**src/rtl/trap_seq_pkg.sv**
```systemverilog
package trap_seq_pkg;
  localparam int CODE_W     = 5;
  localparam int OFS_W      = 14;
  localparam int INSN_BYTES = 4;

  typedef enum logic [CODE_W-1:0] {
    TC_CALL      = 5'd0,
    TC_RESET     = 5'd1,
    TC_MCHK      = 5'd2,
    TC_ARITH     = 5'd3,
    TC_INTR      = 5'd4,
    TC_DTB_NAT   = 5'd5,
    TC_DTB_PRIV  = 5'd6,
    TC_ALIGN     = 5'd7,
    TC_DFAULT    = 5'd8,
    TC_DACV      = 5'd9,
    TC_ITB_MISS  = 5'd10,
    TC_ITB_FAULT = 5'd11,
    TC_IACV      = 5'd12,
    TC_UNIMP     = 5'd13,
    TC_FPDIS     = 5'd14,
    TC_FWCALL    = 5'd15,
    TC_OVF       = 5'd16
  } trap_code_e;

  // Vector offset for a code; undefined codes fall to the unimplemented vector.
  function automatic logic [OFS_W-1:0] vec_offset(input logic [CODE_W-1:0] c);
    case (c)
      TC_CALL:                  vec_offset = 14'h0000;
      TC_RESET:                 vec_offset = 14'h0001;
      TC_MCHK:                  vec_offset = 14'h0401;
      TC_ARITH, TC_OVF:         vec_offset = 14'h0501;
      TC_INTR:                  vec_offset = 14'h0101;
      TC_DTB_NAT:               vec_offset = 14'h0201;
      TC_DTB_PRIV:              vec_offset = 14'h0281;
      TC_ALIGN:                 vec_offset = 14'h0301;
      TC_DFAULT, TC_DACV:       vec_offset = 14'h0381;
      TC_ITB_MISS, TC_ITB_FAULT: vec_offset = 14'h0181;
      TC_IACV:                  vec_offset = 14'h0081;
      TC_FPDIS:                 vec_offset = 14'h0581;
      TC_FWCALL:                vec_offset = 14'h2001;
      default:                  vec_offset = 14'h0481;
    endcase
  endfunction

  // Trap-class events restart after the instruction that raised them.
  function automatic logic skips_insn(input logic [CODE_W-1:0] c);
    skips_insn = (c == TC_ARITH) || (c == TC_FWCALL) || (c == TC_OVF) || (c == TC_CALL);
  endfunction
endpackage

```
**src/rtl/trap_vec_lookup.sv**
```systemverilog
module trap_vec_lookup
  import trap_seq_pkg::*;
#(
  parameter int ADDR_W = 32
) (
  input  logic [CODE_W-1:0] code,
  input  logic [ADDR_W-1:0] base,
  input  logic [ADDR_W-1:0] tgt,
  output logic [ADDR_W-1:0] target,
  output logic [ADDR_W-1:0] next_pc
);
  localparam int PAD_W = ADDR_W - OFS_W;

  logic [ADDR_W-1:0] ofs_ext;

  generate
    if (PAD_W <= 0) begin : g_bad_width
      $error("ADDR_W must exceed the vector offset width");
    end
  endgenerate

  always_comb begin
    ofs_ext = {{PAD_W{1'b0}}, vec_offset(code)};
    target  = base + ((code == TC_CALL) ? tgt : ofs_ext);
    next_pc = target + ADDR_W'(INSN_BYTES);
  end
endmodule

```
**src/rtl/trap_restart_calc.sv**
```systemverilog
module trap_restart_calc
  import trap_seq_pkg::*;
#(
  parameter int ADDR_W = 32
) (
  input  logic              evt,
  input  logic [CODE_W-1:0] code,
  input  logic [ADDR_W-1:0] cur_pc,
  output logic              save_en,
  output logic [ADDR_W-1:0] save_val,
  output logic              shadow_req
);
  logic in_priv;

  always_comb begin
    in_priv    = cur_pc[0];
    save_en    = evt && !((code == TC_INTR) && in_priv);
    save_val   = cur_pc + (skips_insn(code) ? ADDR_W'(INSN_BYTES) : '0);
    shadow_req = evt && (code != TC_CALL) && !in_priv;
  end
endmodule

```
**src/rtl/trap_return_chk.sv**
```systemverilog
module trap_return_chk (
  input  logic ret,
  input  logic evt,
  input  logic cur_priv,
  input  logic exc_priv,
  output logic ret_ok,
  output logic ret_bad,
  output logic shadow_exit
);
  logic take;

  always_comb begin
    take        = ret && !evt;
    ret_ok      = take && cur_priv;
    ret_bad     = take && !cur_priv;
    shadow_exit = ret_ok && !exc_priv;
  end
endmodule

```
**src/rtl/trap_seq.sv**
```systemverilog
module trap_seq
  import trap_seq_pkg::*;
#(
  parameter int              ADDR_W   = 32,
  parameter int              MCTL_W   = 6,
  parameter logic [ADDR_W-1:0] RST_BASE = 32'h0001_0000,
  parameter logic [MCTL_W-1:0] MCTL_RST = 6'h06
) (
  input  logic              clk,
  input  logic              rst_n,
  input  logic              evt_valid,
  input  logic [CODE_W-1:0] evt_code,
  input  logic [ADDR_W-1:0] call_tgt,
  input  logic              ret_valid,
  input  logic [ADDR_W-1:0] cur_pc,
  input  logic [ADDR_W-1:0] priv_base,
  input  logic              exc_we,
  input  logic [ADDR_W-1:0] exc_wdata,
  input  logic              mctl_we,
  input  logic [MCTL_W-1:0] mctl_wdata,
  output logic [ADDR_W-1:0] pc_q,
  output logic [ADDR_W-1:0] npc_q,
  output logic [ADDR_W-1:0] exc_addr_q,
  output logic              redir_q,
  output logic              shadow_enter_q,
  output logic              shadow_exit_q,
  output logic              illegal_q,
  output logic              recheck_q,
  output logic [MCTL_W-1:0] mctl_q
);
  localparam logic [ADDR_W-1:0] RST_PC  = RST_BASE + ADDR_W'(vec_offset(TC_RESET));
  localparam logic [ADDR_W-1:0] RST_NPC = RST_PC + ADDR_W'(INSN_BYTES);
  localparam logic [ADDR_W-1:0] BIT1_CLR = ~(ADDR_W'(2));

  // Named internal events
  logic [ADDR_W-1:0] trap_pc, trap_npc, save_val, ret_npc;
  logic              save_en, shadow_req, ret_ok, ret_bad, shadow_exit;
  logic              take_trap, sw_exc_write;

  trap_vec_lookup #(.ADDR_W(ADDR_W)) u_vec (
    .code    (evt_code),
    .base    (priv_base),
    .tgt     (call_tgt),
    .target  (trap_pc),
    .next_pc (trap_npc)
  );

  trap_restart_calc #(.ADDR_W(ADDR_W)) u_rst (
    .evt        (evt_valid),
    .code       (evt_code),
    .cur_pc     (cur_pc),
    .save_en    (save_en),
    .save_val   (save_val),
    .shadow_req (shadow_req)
  );

  trap_return_chk u_ret (
    .ret         (ret_valid),
    .evt         (evt_valid),
    .cur_priv    (cur_pc[0]),
    .exc_priv    (exc_addr_q[0]),
    .ret_ok      (ret_ok),
    .ret_bad     (ret_bad),
    .shadow_exit (shadow_exit)
  );

  always_comb begin
    take_trap    = evt_valid;
    sw_exc_write = exc_we && !evt_valid;
    ret_npc      = exc_addr_q + ADDR_W'(INSN_BYTES);
  end

  always_ff @(posedge clk) begin
    if (!rst_n) begin
      pc_q           <= RST_PC;
      npc_q          <= RST_NPC;
      exc_addr_q     <= '0;
      redir_q        <= 1'b0;
      shadow_enter_q <= 1'b0;
      shadow_exit_q  <= 1'b0;
      illegal_q      <= 1'b0;
      recheck_q      <= 1'b0;
      mctl_q         <= MCTL_RST;
    end else begin
      redir_q        <= take_trap || ret_ok;
      shadow_enter_q <= shadow_req;
      shadow_exit_q  <= shadow_exit;
      illegal_q      <= ret_bad;
      recheck_q      <= ret_ok;
      if (take_trap) begin
        pc_q  <= trap_pc;
        npc_q <= trap_npc;
      end else if (ret_ok) begin
        pc_q  <= exc_addr_q;
        npc_q <= ret_npc;
      end
      if (save_en)
        exc_addr_q <= save_val;
      else if (sw_exc_write)
        exc_addr_q <= exc_wdata & BIT1_CLR;
      if (mctl_we)
        mctl_q <= mctl_wdata;
    end
  end
endmodule

```
**config.mk**
```make
export PLATFORM = sky130hd
export DESIGN_NAME = trap_seq
export DESIGN_NICKNAME = d
export VERILOG_FILES = /design/src/rtl/trap_seq_pkg.sv /design/src/rtl/trap_vec_lookup.sv /design/src/rtl/trap_restart_calc.sv /design/src/rtl/trap_return_chk.sv /design/src/rtl/trap_seq.sv
export SDC_FILE = /design/constraint.sdc
export NUM_CORES = 1
export LEC_CHECK = 0
export ABC_AREA = 1
export ABC_CLOCK_PERIOD_IN_PS = 4500
export BUFFER_PORTS_ARGS = -buffer_cell sky130_fd_sc_hd__buf_2
export CORE_UTILIZATION = 55
export CTS_BUF_LIST = sky130_fd_sc_hd__clkbuf_4
export DETAILED_ROUTE_END_ITERATION = 10
export PLACE_DENSITY = 0.83
export SLEW_MARGIN = 40
export SYNTH_ARGS = -nofsm -noshare
export SYNTH_HDL_FRONTEND = slang
export SYNTH_SLANG_ARGS = --single-unit
```
**constraint.sdc**
```tcl
create_clock -name clk -period 4.5 [get_ports clk]
set_clock_uncertainty 0.2 [all_clocks]
set_input_delay 0.45 -clock clk [delete_from_list [all_inputs] [get_ports clk]]
set_output_delay 0.45 -clock clk [all_outputs]
set_load 0.1 [all_outputs]
```
# Word-level counts from Yosys, hierarchy flattened

Memories as Yosys holds them, arrays and structs flattened.
Cells that the tools add are included.

Register bits: 107
Latch bits: 0
RAM bits: 0
Bits in read-only memories: 192
Output and inout port bits: 107
Word-level logic and storage cells: 47
Memories kept: 1

Memory list:

| name            | depth | width | read ports | clocked after memory_dff | write ports | RTL line           | RTL |
|---|---|---|---|---|---|---|---|
| (no name shown) | 32    | 6     | 1          | 0                        | 0           | trap_seq_pkg.sv:28 | `case (c)` |

$add $sub $neg: 4
Multipliers: 0
Divide/modulo/power cells: 0
$lt $le $gt $ge: 0
Equality and inequality tests: 4
Shift operators: 0
Multiplexer cells: 8
Bitwise operators: 0
Reduce and logical (&&, ||, !) cells: 21

Operators by type and width:

| kind                                                            | number |
|---|---|
| 32-bit 2-to-1 mux                                               | 7 |
| 32-bit by 3-bit adder with 32-bit output, second input constant | 2 |
| 32-bit adder                                                    | 2 |
| 1-bit logical AND                                               | 9 |
| 5-bit by 2-bit == test with 1-bit output, second input constant | 1 |
| 5-bit by 3-bit == test with 1-bit output, second input constant | 1 |
| 5-bit by 4-bit == test with 1-bit output, second input constant | 1 |
| 5-bit == test, second input constant                            | 1 |
| 5-bit logical NOT                                               | 1 |
| 5-bit nonzero test                                              | 1 |
| 1-bit logical NOT                                               | 4 |
| 1-bit logical OR                                                | 4 |
| 2-bit nonzero test                                              | 2 |
| 3-bit 2-to-1 mux                                                | 1 |

# Depth between registers and ports, before layout

Gate-level depths: netlist of the first run.

Word-level depth: 7
Depth in mapped cells: 31
Gate-level depth less buffers: 30

# Modules after synthesis

A second synthesis of the first run with hierarchy kept.

Cell total of the unflattened synthesis: 1860
Area, all modules: 10537.6 um^2

Modules (own cells, without submodules):

| module            | instances | cells an instance | area each (um^2) | sequential area each (um^2) |
|---|---|---|---|---|
| trap_seq          | 1         | 807               | 5387.7           | 2142.1 |
| trap_vec_lookup   | 1         | 856               | 4111.4           | 0.0 |
| trap_restart_calc | 1         | 191               | 1007.2           | 0.0 |
| trap_return_chk   | 1         | 6                 | 31.3             | 0.0 |

# Worst setup path before layout of the first run

Ideal clock, no wire load.

Kind: input to register
From: in evt_code[0]
To: reg npc_q[26]
Library setup time: 109 ps
Arrival time: 3683 ps
Slack: 508 ps
Stages: 27
Path through: inv_1 > ha_1 > inv_1 > nor2_1 > inv_1 > nor2_1 > inv_1 > clkbuf_1 > o21ai_0 > inv_1 > ha_1 > fa_1 > nand2_1 > nand2_1 > o21ai_0 > ha_1 > nand2_1 > nor2_4 > nand2_2 > nor2_8 > nand3b_2 > nor2_1 > nand3_1 > nand2_1 > nand3_1 > nand2_1 > inv_1

Cells in the longest elaborated chain, start to end: 5
Elaborated cells on any way between the ends: 6
Those cells by class: add/sub: 2; mux: 2; reduce/logical: 1; memory: 1

Ends and longest elaborated chain:

| element                                                     | RTL line              | RTL |
|---|---|---|
| from (decl)                                                 | trap_seq.sv:12        | `input logic [CODE_W-1:0] evt_code,` |
| memory read 32 x 6 bit or 5-bit logical NOT (tied branches) | n/a                   |  |
| 32-bit 2-to-1 mux (*)                                       | trap_vec_lookup.sv:24 | `target = base + ((code == TC_CALL) ? tgt : ofs_ext);` |
| 32-bit adder (*)                                            | trap_vec_lookup.sv:24 |  |
| 32-bit by 3-bit adder with 32-bit output (*)                | trap_vec_lookup.sv:25 | `next_pc = target + ADDR_W'(INSN_BYTES);` |
| 32-bit 2-to-1 mux (*)                                       | trap_seq.sv:90        | `if (take_trap) begin` |
| to (signal assigned)                                        | trap_seq.sv:92        | `npc_q <= trap_npc;` |
| to (signal assigned)                                        | trap_seq.sv:95        | `npc_q <= ret_npc;` |
| to (decl)                                                   | trap_seq.sv:22        | `output logic [ADDR_W-1:0] npc_q,` |

Mark *: on every way between the ends. The rest lies on a longest branch, timed or not.
A chain may end at the register's enable or synchronous reset.

# Final worst setup path of the first run

From: in evt_code[3]
To: reg npc_q[26]

The elaborated chain is that of the path after synthesis.

==> key figures, run 1 <==
Run status
  – Status: finished, final reports clean

Clock tree
  – Post-cts resize count: 0
  – CTS Buf Count: 9
  – Clock insertion delay at the later pin of the skew report: 520 ps
  – Clock transition at path regs: 180 ps
  – Postcts setup bufs: 0
  – Hold Buf Count CTS: 27
  – Clock sink count: 105
  – H-tree depth: 3
  – CTS root buffer: clkbuf_4
  – Clk buf depth: 2
  – CTS tree: done

Power and ir drop
  – Total power divided by cell area: 258 nW/um^2
  – Final Total Pwr: 0.00283 W
  – Worst IR Drop VDD: 0.000232 V
  – P_leak: 6.21 nW

STA
  – Worst Tran Pin Value: 663 ps
  – Final Setup Violations: 0
  – Rel. slew slack: 55.7%
  – RSZ-0062 raised after global routing: false
  – Final hold vios: 0
  – Final hold slack: 24.4 ps
  – Final worst-path cycle share: 84.8%
  – Fin crit period: 3820 ps
  – Final Max Tran Viols: 0
  – Final total negative setup slack: 0 ps
  – Fmax: 262 MHz

Critical path
  – Crit path top cell by count: nand2_1
  – Max FO, Critical Path: 7
  – Type of origin of the critical path: input port
  – Crit Path Class: input port to flop
  – CP required: 4730 ps
  – Slowest CP cell: fa_1
  – CP Data Arrival Time: 4040 ps
  – CP max stage delay: 460 ps
  – Worst setup EP type: flop

Detailed routing
  – Detailed-route wire length per cell: 14.9 um
  – Met3 wire length: 2010 um
  – Highest Signal Layer: met4
  – M1 WL: 12900 um
  – Via density: 5.24
  – Antenna viol nets, final: 0
  – DR DRC count: 0
  – Routed wire length: 30400 um
  – Vias: 10700
  – Initial DRC count: 759
  – WL met2: 14600 um
  – DR pass1 iterations: 7

Global routing
  – Initial antenna violation count: 0
  – Vias in the first global route: 9795
  – Grt total ovfl: 0
  – GRT Total Usage: 35.7%
  – First-pass GRT wire length: 47100 um
  – Largest net degree at the start of global routing: 47

Floorplan
  – Initial core utilization: 56.9%
  – Die Wd: 131 um
  – Boundary pin count: 252
  – Core ar.: 16100 um^2
  – Row count: 46
  – Total die area: 17100 um^2
  – Die height: 131 um

Layout
  – # diodes: 0
  – Finished Layout Cells: 2032
  – Most frequent cells in the layout: nand2_1 (506), buf_2 (250), inv_1 (237), nor2_1 (143), nand3_1 (118)
  – Layout cells sized above 1: 22.1%
  – Commonest non-fill, non-tap cell in the layout: nand2_1
  – Nets: 1995
  – Area Overhead vs Synth: 20.0%
  – Final core occ: 68.4%

Yosys
  – Post-synth EDFFs: 0
  – Syn Inst Count: 1556
  – Ys Warns: 0
  – FF+latch count, synth: 105
  – Post-synth ARST share: 0%
  – Post-Syn Nets: 1740
  – Synthesized area: 9140 um^2
  – Cell variety after synth: 58
  – Mean Syn Cell Area: 5.88 um^2
  – Seq/Total Area, Yosys: 23.0%
  – Primary FF master, synth: dfxtp_1

Hold path
  – Min-Delay Path Class: input port to flop

Placement
  – PortBufs: 250
  – Inst Count DP: 1989
  – GP Congestion: 0.948
  – Post-detail-place hpwl: 24200 um

Flow run
  – Total of max-cap violations: 0
-- layout make-up --
cell class              count  area, um^2
clock buffers               9        67.6
clock inverters             7        63.8
fillers                  1468        5080
inverters                 251         942
multi-input cells        1153        5890
flip-flops and latches    105        2100
well taps                 216         270
repair buffers            291        1640
-- worst max-delay path: cells and delay by family --
kind                     cells  cell delay, ps
AO/OA/AOI/OAI                1             170
adder cells (fa/ha/maj)      2             710
buffers and inverters        6             470
AND/OR/NAND/NOR             20            2230
-- Yosys cell counts, types with 2 or more instances --
library cell	number	share of area (%)
nand3b_1	4	0.33
ha_1	38	5.2
nand4_1	19	1.3
o211ai_1	11	0.90
nand4_2	2	0.27
o21ai_1	5	0.27
nor3_2	3	0.33
nand2_1	506	21
buf_4	4	0.33
nor2_4	9	1.1
a21oi_2	2	0.19
a21oi_1	52	2.8
nand3_4	2	0.38
nand2_4	3	0.37
o21bai_1	5	0.41
xor2_1	15	1.4
clkbuf_1	27	1.1
dfxtp_1	105	23
and2_1	2	0.14
xnor2_1	5	0.48
a22oi_1	2	0.16
nor2_8	3	0.66
o21ai_0	64	3.5
buf_2	13	0.71
or2_2	23	1.6
o311ai_0	2	0.19
a31oi_1	20	1.4
nor2_1	143	5.9
nor2_2	16	1.1
nand3_1	118	6.5
clkinv_1	5	0.21
nand2_2	29	2.0
inv_2	9	0.37
nand3_2	13	1.4
nor3_1	11	0.60
a221oi_1	3	0.29
inv_1	237	9.7
buf_1	3	0.12
o221ai_1	4	0.38
-- where the power goes --
group          leakage [nW]  switching [W]  total (W)  internal [W]
sequential            0.869      0.0000601    0.00106       0.00100
clock                0.0706       0.000360   0.000485      0.000125
combinational          5.27       0.000990    0.00128      0.000289
-- per-stage QoR --
| step | setup slack (ps) | instance area, um^2 |
|---|---|---|
| 6_report | 685 | 11000 |
| 5_1_grt | 228 | 11000 |
| 4_1_cts | 770 | 11000 |
| 3_5_place_dp | 225 | 10600 |
| 3_3_place_gp | 266 | 10600 |
| 2_1_floorplan | 508 | 9140 |
-- logic make-up (layout without fill, tap and decap cells) --
family,after synthesis,count (layout),synth area share [%]
flip-flops,105,105,23.0
XOR/XNOR,20,20,1.92
AND/OR/NAND/NOR,914,914,45.6
buffers and inverters,298,558,12.6
AO/OA/AOI/OAI,179,179,11.4
adder cells (fa/ha/maj),39,39,5.42
multiplexers,1,1,0.109
-- sequential cells by signal (all words and copies together) (netlist names) --
register and flops:
pc_q 32, mctl_q 6, npc_q 30, shadow_exit_q 1, recheck_q 1, exc_addr_q 32
illegal_q 1, redir_q 1, shadow_enter_q 1
-- worst paths after layout --
path                                                 start                          to  slack (ps)  cells past startpoint
worst min-delay path                          exc_wdata[5]  exc_addr_q[5]$_SDFFE_PN0P_          20                      3
worst max-delay path                           evt_code[3]      npc_q[26]$_SDFFE_PN0P_         680                     29
worst max register to register  exc_addr_q[2]$_SDFFE_PN0P_      npc_q[26]$_SDFFE_PN0P_        1970                     14
worst min register to register        pc_q[3]$_SDFFE_PN0P_        pc_q[3]$_SDFFE_PN0P_         270                      2
-- per-layer routing --
layer	track usage, %	vias to the layer above
li1	-	5420
met1	43.9	4738
met2	63.1	432
met3	5.66	64
met4	12.1	0
met5	0	-
Note: power is estimated with default switching activity, not from simulation.
==> inputs of run 2 (changes only) <==
--- a/config.mk
+++ b/config.mk
@@ -6,7 +6,7 @@
 export NUM_CORES = 1
 export LEC_CHECK = 0
 export ABC_AREA = 1
-export ABC_CLOCK_PERIOD_IN_PS = 4500
+export ABC_CLOCK_PERIOD_IN_PS = 3800
 export BUFFER_PORTS_ARGS = -buffer_cell sky130_fd_sc_hd__buf_2
 export CORE_UTILIZATION = 55
 export CTS_BUF_LIST = sky130_fd_sc_hd__clkbuf_4
==> constraint.sdc (replaced) <==
create_clock -name clk -period 3.8 [get_ports clk]
set_clock_uncertainty 0.2 [all_clocks]
set_input_delay 0.38 -clock clk [delete_from_list [all_inputs] [get_ports clk]]
set_output_delay 0.38 -clock clk [all_outputs]
set_load 0.1 [all_outputs]
==> run 2 against run 1 <==
Total power increased by 25%. Sequential share of layout area down 1.9 points. Routed wire length grew 11%. Via count is 9.6% higher. Flip-flop and latch count did not move. Clock power is 22% higher. Critical path depth decreased by 5. Combinational power rose by 30%. Register-to-register slack lost 520 ps. Utilization is 7.3 points higher. Final cell count grew 6.7%. Non-clock buffer count is 137 higher. Critical path type unchanged. Critical endpoint is now exc_addr_q[22]$_SDFFE_PN0P_.
==> key figures, run 2 (synthesis gave the netlist of run 1 again) <==
Run status
  – Status: finished, final reports clean

Flow run
  – Total of max-cap violations: 0

Power and ir drop
  – Clock power share: 16.9%
  – Final Total Pwr: 0.00352 W
  – Total power divided by cell area: 290 nW/um^2
  – Part of the power in registers: 35.8%
  – P_leak: 6.88 nW
  – Switch Pwr: 0.00174 W
  – Logic pwr share: 47.3%
  – Int Pwr: 0.00178 W
  – Sw Share: 49.3%
  – Worst IR Drop VDD: 0.000375 V

Critical path
  – R2r startpoint: exc_addr_q[2]$_SDFFE_PN0P_
  – Crit path to: exc_addr_q[22]$_SDFFE_PN0P_
  – Reg2Reg Capture Point: npc_q[26]$_SDFFE_PN0P_
  – CP Data Arrival Time: 3930 ps
  – Max FO, Critical Path: 4
  – CP required: 4090 ps
  – Type of origin of the critical path: input port
  – CP startpoint: evt_code[0]
  – Worst setup EP type: flop
  – Reg2reg setup slack: 1450 ps
  – Crit Path Class: input port to flop
  – Cell count of the worst reg-to-reg path: 14

STA
  – Final Setup Violations: 0
  – Worst Tran Pin Value: 738 ps
  – Final total negative setup slack: 0 ps
  – Fin crit period: 3640 ps
  – Final Max Tran Viols: 0
  – Fmax: 275 MHz
  – Final worst-path cycle share: 95.7%
  – Rel. slew slack: 50.7%
  – Final hold vios: 0
  – RSZ-0062 raised after global routing: true
  – Final worst slack: 165 ps

Clock tree
  – CTS root buffer: clkbuf_4
  – Clock transition at path regs: 180 ps
  – CTS Buf Count: 9
  – Clk buf depth: 2
  – Clock sink count: 105
  – Clock insertion delay at the later pin of the skew report: 540 ps
  – H-tree depth: 3
  – CTS tree: done

Floorplan
  – Initial core utilization: 56.9%
  – Total die area: 17100 um^2
  – Die Wd: 131 um
  – Row count: 46
  – Core ar.: 16100 um^2
  – Die height: 131 um
  – Boundary pin count: 252

Detailed routing
  – Antenna viol nets, final: 0
  – DR pass1 iterations: 6
  – Routed wire length: 33700 um
  – DR DRC count: 0
  – Via density: 5.39
  – Initial DRC count: 1107
  – Vias: 11700
  – Detailed-route wire length per cell: 15.5 um

Placement
  – DP Worst Slack: -149 ps
  – GP Congestion: 0.925
  – PortBufs: 250
  – Area after DPL: 11400 um^2
  – Post-detail-place hpwl: 25400 um

Layout
  – Layout cells sized above 1: 26.7%
  – # diodes: 0
  – Biggest regs: exc_addr_q: 32 flops, pc_q: 32 flops, npc_q: 30 flops
  – Commonest non-fill, non-tap cell in the layout: nand2_1
  – Most frequent cells in the layout: nand2_1 (503), buf_2 (250), inv_1 (237), nor2_1 (140), buf_4 (120)
  – Area Overhead vs Synth: 32.9%
  – Post-layout instance area: 12200 um^2
  – Final core occ: 75.7%
  – Nets: 2132

Global routing
  – First-pass GRT wire length: 51300 um
  – Grt total ovfl: 0
  – Vias in the first global route: 10800
  – Largest net degree at the start of global routing: 57
  – Initial antenna violation count: 1
  – GRT Total Usage: 38.9%

Hold path
  – Min-Delay Path Class: input port to flop
## run 2: worst min path at each step
stage               slack (ps)  cells after the start                     endpoint                  startpoint
floorplan                  250                      1     shadow_exit_q$_SDFF_PN0_  exc_addr_q[0]$_SDFFE_PN0P_
global placement           230                      2        pc_q[22]$_SDFFE_PN0P_       pc_q[22]$_SDFFE_PN0P_
detailed placement         240                      2       mctl_q[1]$_SDFFE_PN1P_      mctl_q[1]$_SDFFE_PN1P_
CTS                          3                      5  exc_addr_q[30]$_SDFFE_PN0P_               exc_wdata[30]
global route                40                      5  exc_addr_q[30]$_SDFFE_PN0P_               exc_wdata[30]
finish                      20                      5  exc_addr_q[30]$_SDFFE_PN0P_               exc_wdata[30]
## run 2: worst max-delay path: stages
cell	delay, ps
buf_2	110
inv_1	70
ha_1	140
inv_1	50
nor2_1	100
inv_1	80
buf_4	150
o311ai_0	120
buf_4	190
ha_1	160
ha_2	190
nand4_1	150
nor2_2	200
nand2_2	110
nor2_4	160
nand2_2	100
nor2_4	160
nand4_4	110
buf_4	170
nor2_2	100
xor2_1	170
nand2_1	110
a21oi_2	130
dlygate4sd3_1	540
## run 2: area by class of cell
class                           instances  area, um^2
Sequential cell                       105        2100
Clock inverter                          7        71.3
Timing Repair Buffer                  428        2750
Tap cell                              216         270
Fill cell                            1344        3910
Clock buffer                            9        67.6
Inverter                              251         942
Multi-Input combinational cell       1153        5950
## run 2: power by group through the flow
stage                     logic, W  registers (W)  clock network (W)
after global routing       0.00177        0.00127           0.000626
after CTS                  0.00163        0.00125           0.000588
after floorplan           0.000540        0.00187                  0
after detailed placement   0.00158        0.00128                  0
after global placement     0.00156        0.00128                  0
final                      0.00166        0.00126           0.000594
## run 2: stage by stage
step | hold slack [ps] | instances
after floorplan | 247 | 1556
after global placement | 233 | 2094
after detailed placement | 238 | 2094
after CTS | 3.40 | 2166
after global routing | 37.5 | 2169
final | 21.0 | 2169
## run 2: timing repair
action	CTS	global route
setup endpoints to repair	0	3
setup buffers	0	3
hold buffers	56	0
resized for setup	0	12
hold endpoints to repair	39	0
## run 2: per-layer routing
| metal | global-route usage (%) | part of all wire [%] | routed length [um] |
|---|---|---|---|
| met5 | 0 | 0 | 0 |
| met4 | 18.4 | 4.7 | 1580 |
| met3 | 8.27 | 8.4 | 2840 |
| met2 | 68.8 | 48 | 16200 |
| met1 | 44.4 | 39 | 13100 |
==> inputs of run 3 (changes only) <==
--- a/config.mk
+++ b/config.mk
@@ -6,12 +6,12 @@
 export NUM_CORES = 1
 export LEC_CHECK = 0
 export ABC_AREA = 1
-export ABC_CLOCK_PERIOD_IN_PS = 3800
+export ABC_CLOCK_PERIOD_IN_PS = 3300
 export BUFFER_PORTS_ARGS = -buffer_cell sky130_fd_sc_hd__buf_2
-export CORE_UTILIZATION = 55
+export CORE_UTILIZATION = 50
 export CTS_BUF_LIST = sky130_fd_sc_hd__clkbuf_4
 export DETAILED_ROUTE_END_ITERATION = 10
-export PLACE_DENSITY = 0.83
+export PLACE_DENSITY = 0.8
 export SLEW_MARGIN = 40
 export SYNTH_ARGS = -nofsm -noshare
 export SYNTH_HDL_FRONTEND = slang
==> constraint.sdc (replaced) <==
create_clock -name clk -period 3.3 [get_ports clk]
set_clock_uncertainty 0.2 [all_clocks]
set_input_delay 0.33 -clock clk [delete_from_list [all_inputs] [get_ports clk]]
set_output_delay 0.33 -clock clk [all_outputs]
set_load 0.1 [all_outputs]
==> run 3 against run 2 <==
The flow now finishes with violations (negative setup slack). Final cell count grew 4.2%. First-iteration DRC count is 15% lower. Routed wire length increased by 11%. Clock power increased by 13%. Global-route usage down 2.2 points. Die area increased by 9.8%. Critical path depth grew 3. Utilization up 0.69 points. Largest power group unchanged.
==> key figures, run 3 (synthesis gave the netlist of run 1 again) <==
Critical path
  – Slowest CP cell: ha_4
  – WP buf/inv: 6
  – CP Data Arrival Time: 3560 ps
  – Cell count of the worst reg-to-reg path: 12
  – Crit path to: npc_q[24]$_SDFFE_PN0P_
  – CP startpoint: evt_code[0]
  – CP max stage delay: 260 ps
  – Reg2Reg Capture Point: npc_q[24]$_SDFFE_PN0P_
  – Cell family with the largest share of critical-path delay: simple AND/OR/NAND/NOR gates
  – Max FO, Critical Path: 4
  – CP required: 3530 ps
  – Reg2reg setup slack: 1130 ps
  – Worst setup EP type: flop
  – Type of origin of the critical path: input port
  – Stages on the worst setup path: 27
  – Crit Path Class: input port to flop
  – R2r startpoint: exc_addr_q[2]$_SDFFE_PN0P_

Detailed routing
  – Detailed-route wire length per cell: 16.5 um
  – Routed wire length: 37300 um
  – Vias: 12200
  – DR DRC count: 0
  – Via density: 5.39
  – Initial DRC count: 940
  – DR pass1 iterations: 8
  – Antenna viol nets, final: 0

Global routing
  – First-pass GRT wire length: 53500 um
  – GRT Total Usage: 36.7%
  – Grt total ovfl: 0
  – Largest net degree at the start of global routing: 47
  – Initial antenna violation count: 2
  – Vias in the first global route: 11300

Clock tree
  – Clock sink count: 105
  – Clock insertion delay at the later pin of the skew report: 530 ps
  – CTS tree: done
  – CTS root buffer: clkbuf_4
  – H-tree depth: 3
  – Clk buf depth: 2
  – CTS Buf Count: 9
  – Clock transition at path regs: 180 ps

STA
  – Final worst slack: -21.7 ps
  – Rel. slew slack: 49.1%
  – Final hold slack: 35.0 ps
  – Worst Tran Pin Value: 763 ps
  – Fmax: 301 MHz
  – Final Max Tran Viols: 0
  – Fin crit period: 3320 ps
  – Final hold vios: 0
  – RSZ-0062 raised after global routing: true
  – Final worst-path cycle share: 101%
  – Final Setup Violations: 1

Power and ir drop
  – Worst IR Drop VDD: 0.000366 V
  – P_leak: 7.39 nW
  – Total power divided by cell area: 311 nW/um^2
  – Final Total Pwr: 0.00426 W

Floorplan
  – Initial core utilization: 50.9%
  – Row count: 49
  – Die Wd: 137 um
  – Total die area: 18800 um^2
  – Core ar.: 18000 um^2
  – Boundary pin count: 252
  – Die height: 137 um

Hold path
  – Min-Delay Path Class: input port to flop

Run status
  – Violated checks: negative setup slack
  – Status: finished with violations

Layout
  – Nets: 2208
  – Area Overhead vs Synth: 50.0%
  – Biggest regs: exc_addr_q: 32 flops, pc_q: 32 flops, npc_q: 30 flops
  – Most frequent cells in the layout: nand2_1 (433), buf_2 (248), inv_1 (221), buf_4 (180), nor2_1 (111)
  – Post-layout instance area: 13700 um^2
  – Commonest non-fill, non-tap cell in the layout: nand2_1
  – Finished Layout Cells: 2261
  – Layout cells sized above 1: 37.3%

Placement
  – DP Worst Slack: -555 ps
  – Inst Count DP: 2142
  – Area after DPL: 11800 um^2
  – Post-detail-place hpwl: 26400 um
  – PortBufs: 250
  – GP Congestion: 0.949

Flow run
  – Total of max-cap violations: 0
run 3: cell type report:
| class | instances | area (um^2) |
|---|---|---|
| Timing Repair Buffer | 504 | 3400 |
| Multi-Input combinational cell | 1153 | 6820 |
| Sequential cell | 105 | 2100 |
| Tap cell | 229 | 287 |
| Fill cell | 1395 | 4240 |
| Clock buffer | 9 | 67.6 |
| Clock inverter | 7 | 63.8 |
| Antenna cell | 3 | 7.51 |
| Inverter | 251 | 971 |
run 3: worst min-delay path by stage:
stage / startpoint / endpoint / slack [ps] / cells past startpoint
6_report: cur_pc[3] / exc_addr_q[3]$_SDFFE_PN0P_ / 30 / 4
5_1_grt: cur_pc[3] / exc_addr_q[3]$_SDFFE_PN0P_ / 40 / 4
4_1_cts: cur_pc[20] / exc_addr_q[20]$_SDFFE_PN0P_ / 7 / 5
3_5_place_dp: mctl_q[2]$_SDFFE_PN1P_ / mctl_q[2]$_SDFFE_PN1P_ / 240 / 2
3_3_place_gp: npc_q[4]$_SDFFE_PN0P_ / npc_q[4]$_SDFFE_PN0P_ / 230 / 2
2_1_floorplan: exc_addr_q[0]$_SDFFE_PN0P_ / shadow_exit_q$_SDFF_PN0_ / 250 / 1
run 3: worst register-to-register path: stages (launching register included):
cell and delay, ps:
dfxtp_1 420, inv_1 70, o21ai_2 170, ha_2 210, nand2_2 70, nor2_4 110, nand2_4 80, nor2_8 180
nand3_4 130, nor2_4 150, nand2_2 90, o21bai_1 130, nor2_1 60
run 3: stage by stage:
step                      TNS, ps  util (%)
after floorplan             -2170         -
after global placement     -14050      65.4
after detailed placement   -15170      65.4
after CTS                       0      70.0
after global routing        -1520      76.4
final                       -21.7      76.4
run 3: where the power goes:
part,switching (W),leakage (nW),internal [W]
sequential,0.0000885,0.869,0.00137
clock,0.000501,0.0706,0.000170
combinational,0.00151,6.45,0.000628
run 3: what timing repair did:
action / CTS / global route
hold buffers: 69 / 0
buffers inserted: 0 / 29
endpoints found under the setup margin: 0 / 30
endpoints found under the hold margin: 41 / 0
gates resized for setup: 0 / 230
run 3: layer usage:
layer	part of all wire (%)	track usage, %	vias to the layer above
met2	48	64.5	666
met1	39	42.5	5506
met3	7.8	7.28	178
met4	5.5	17.2	0
met5	0	0	-
li1	-	-	5843
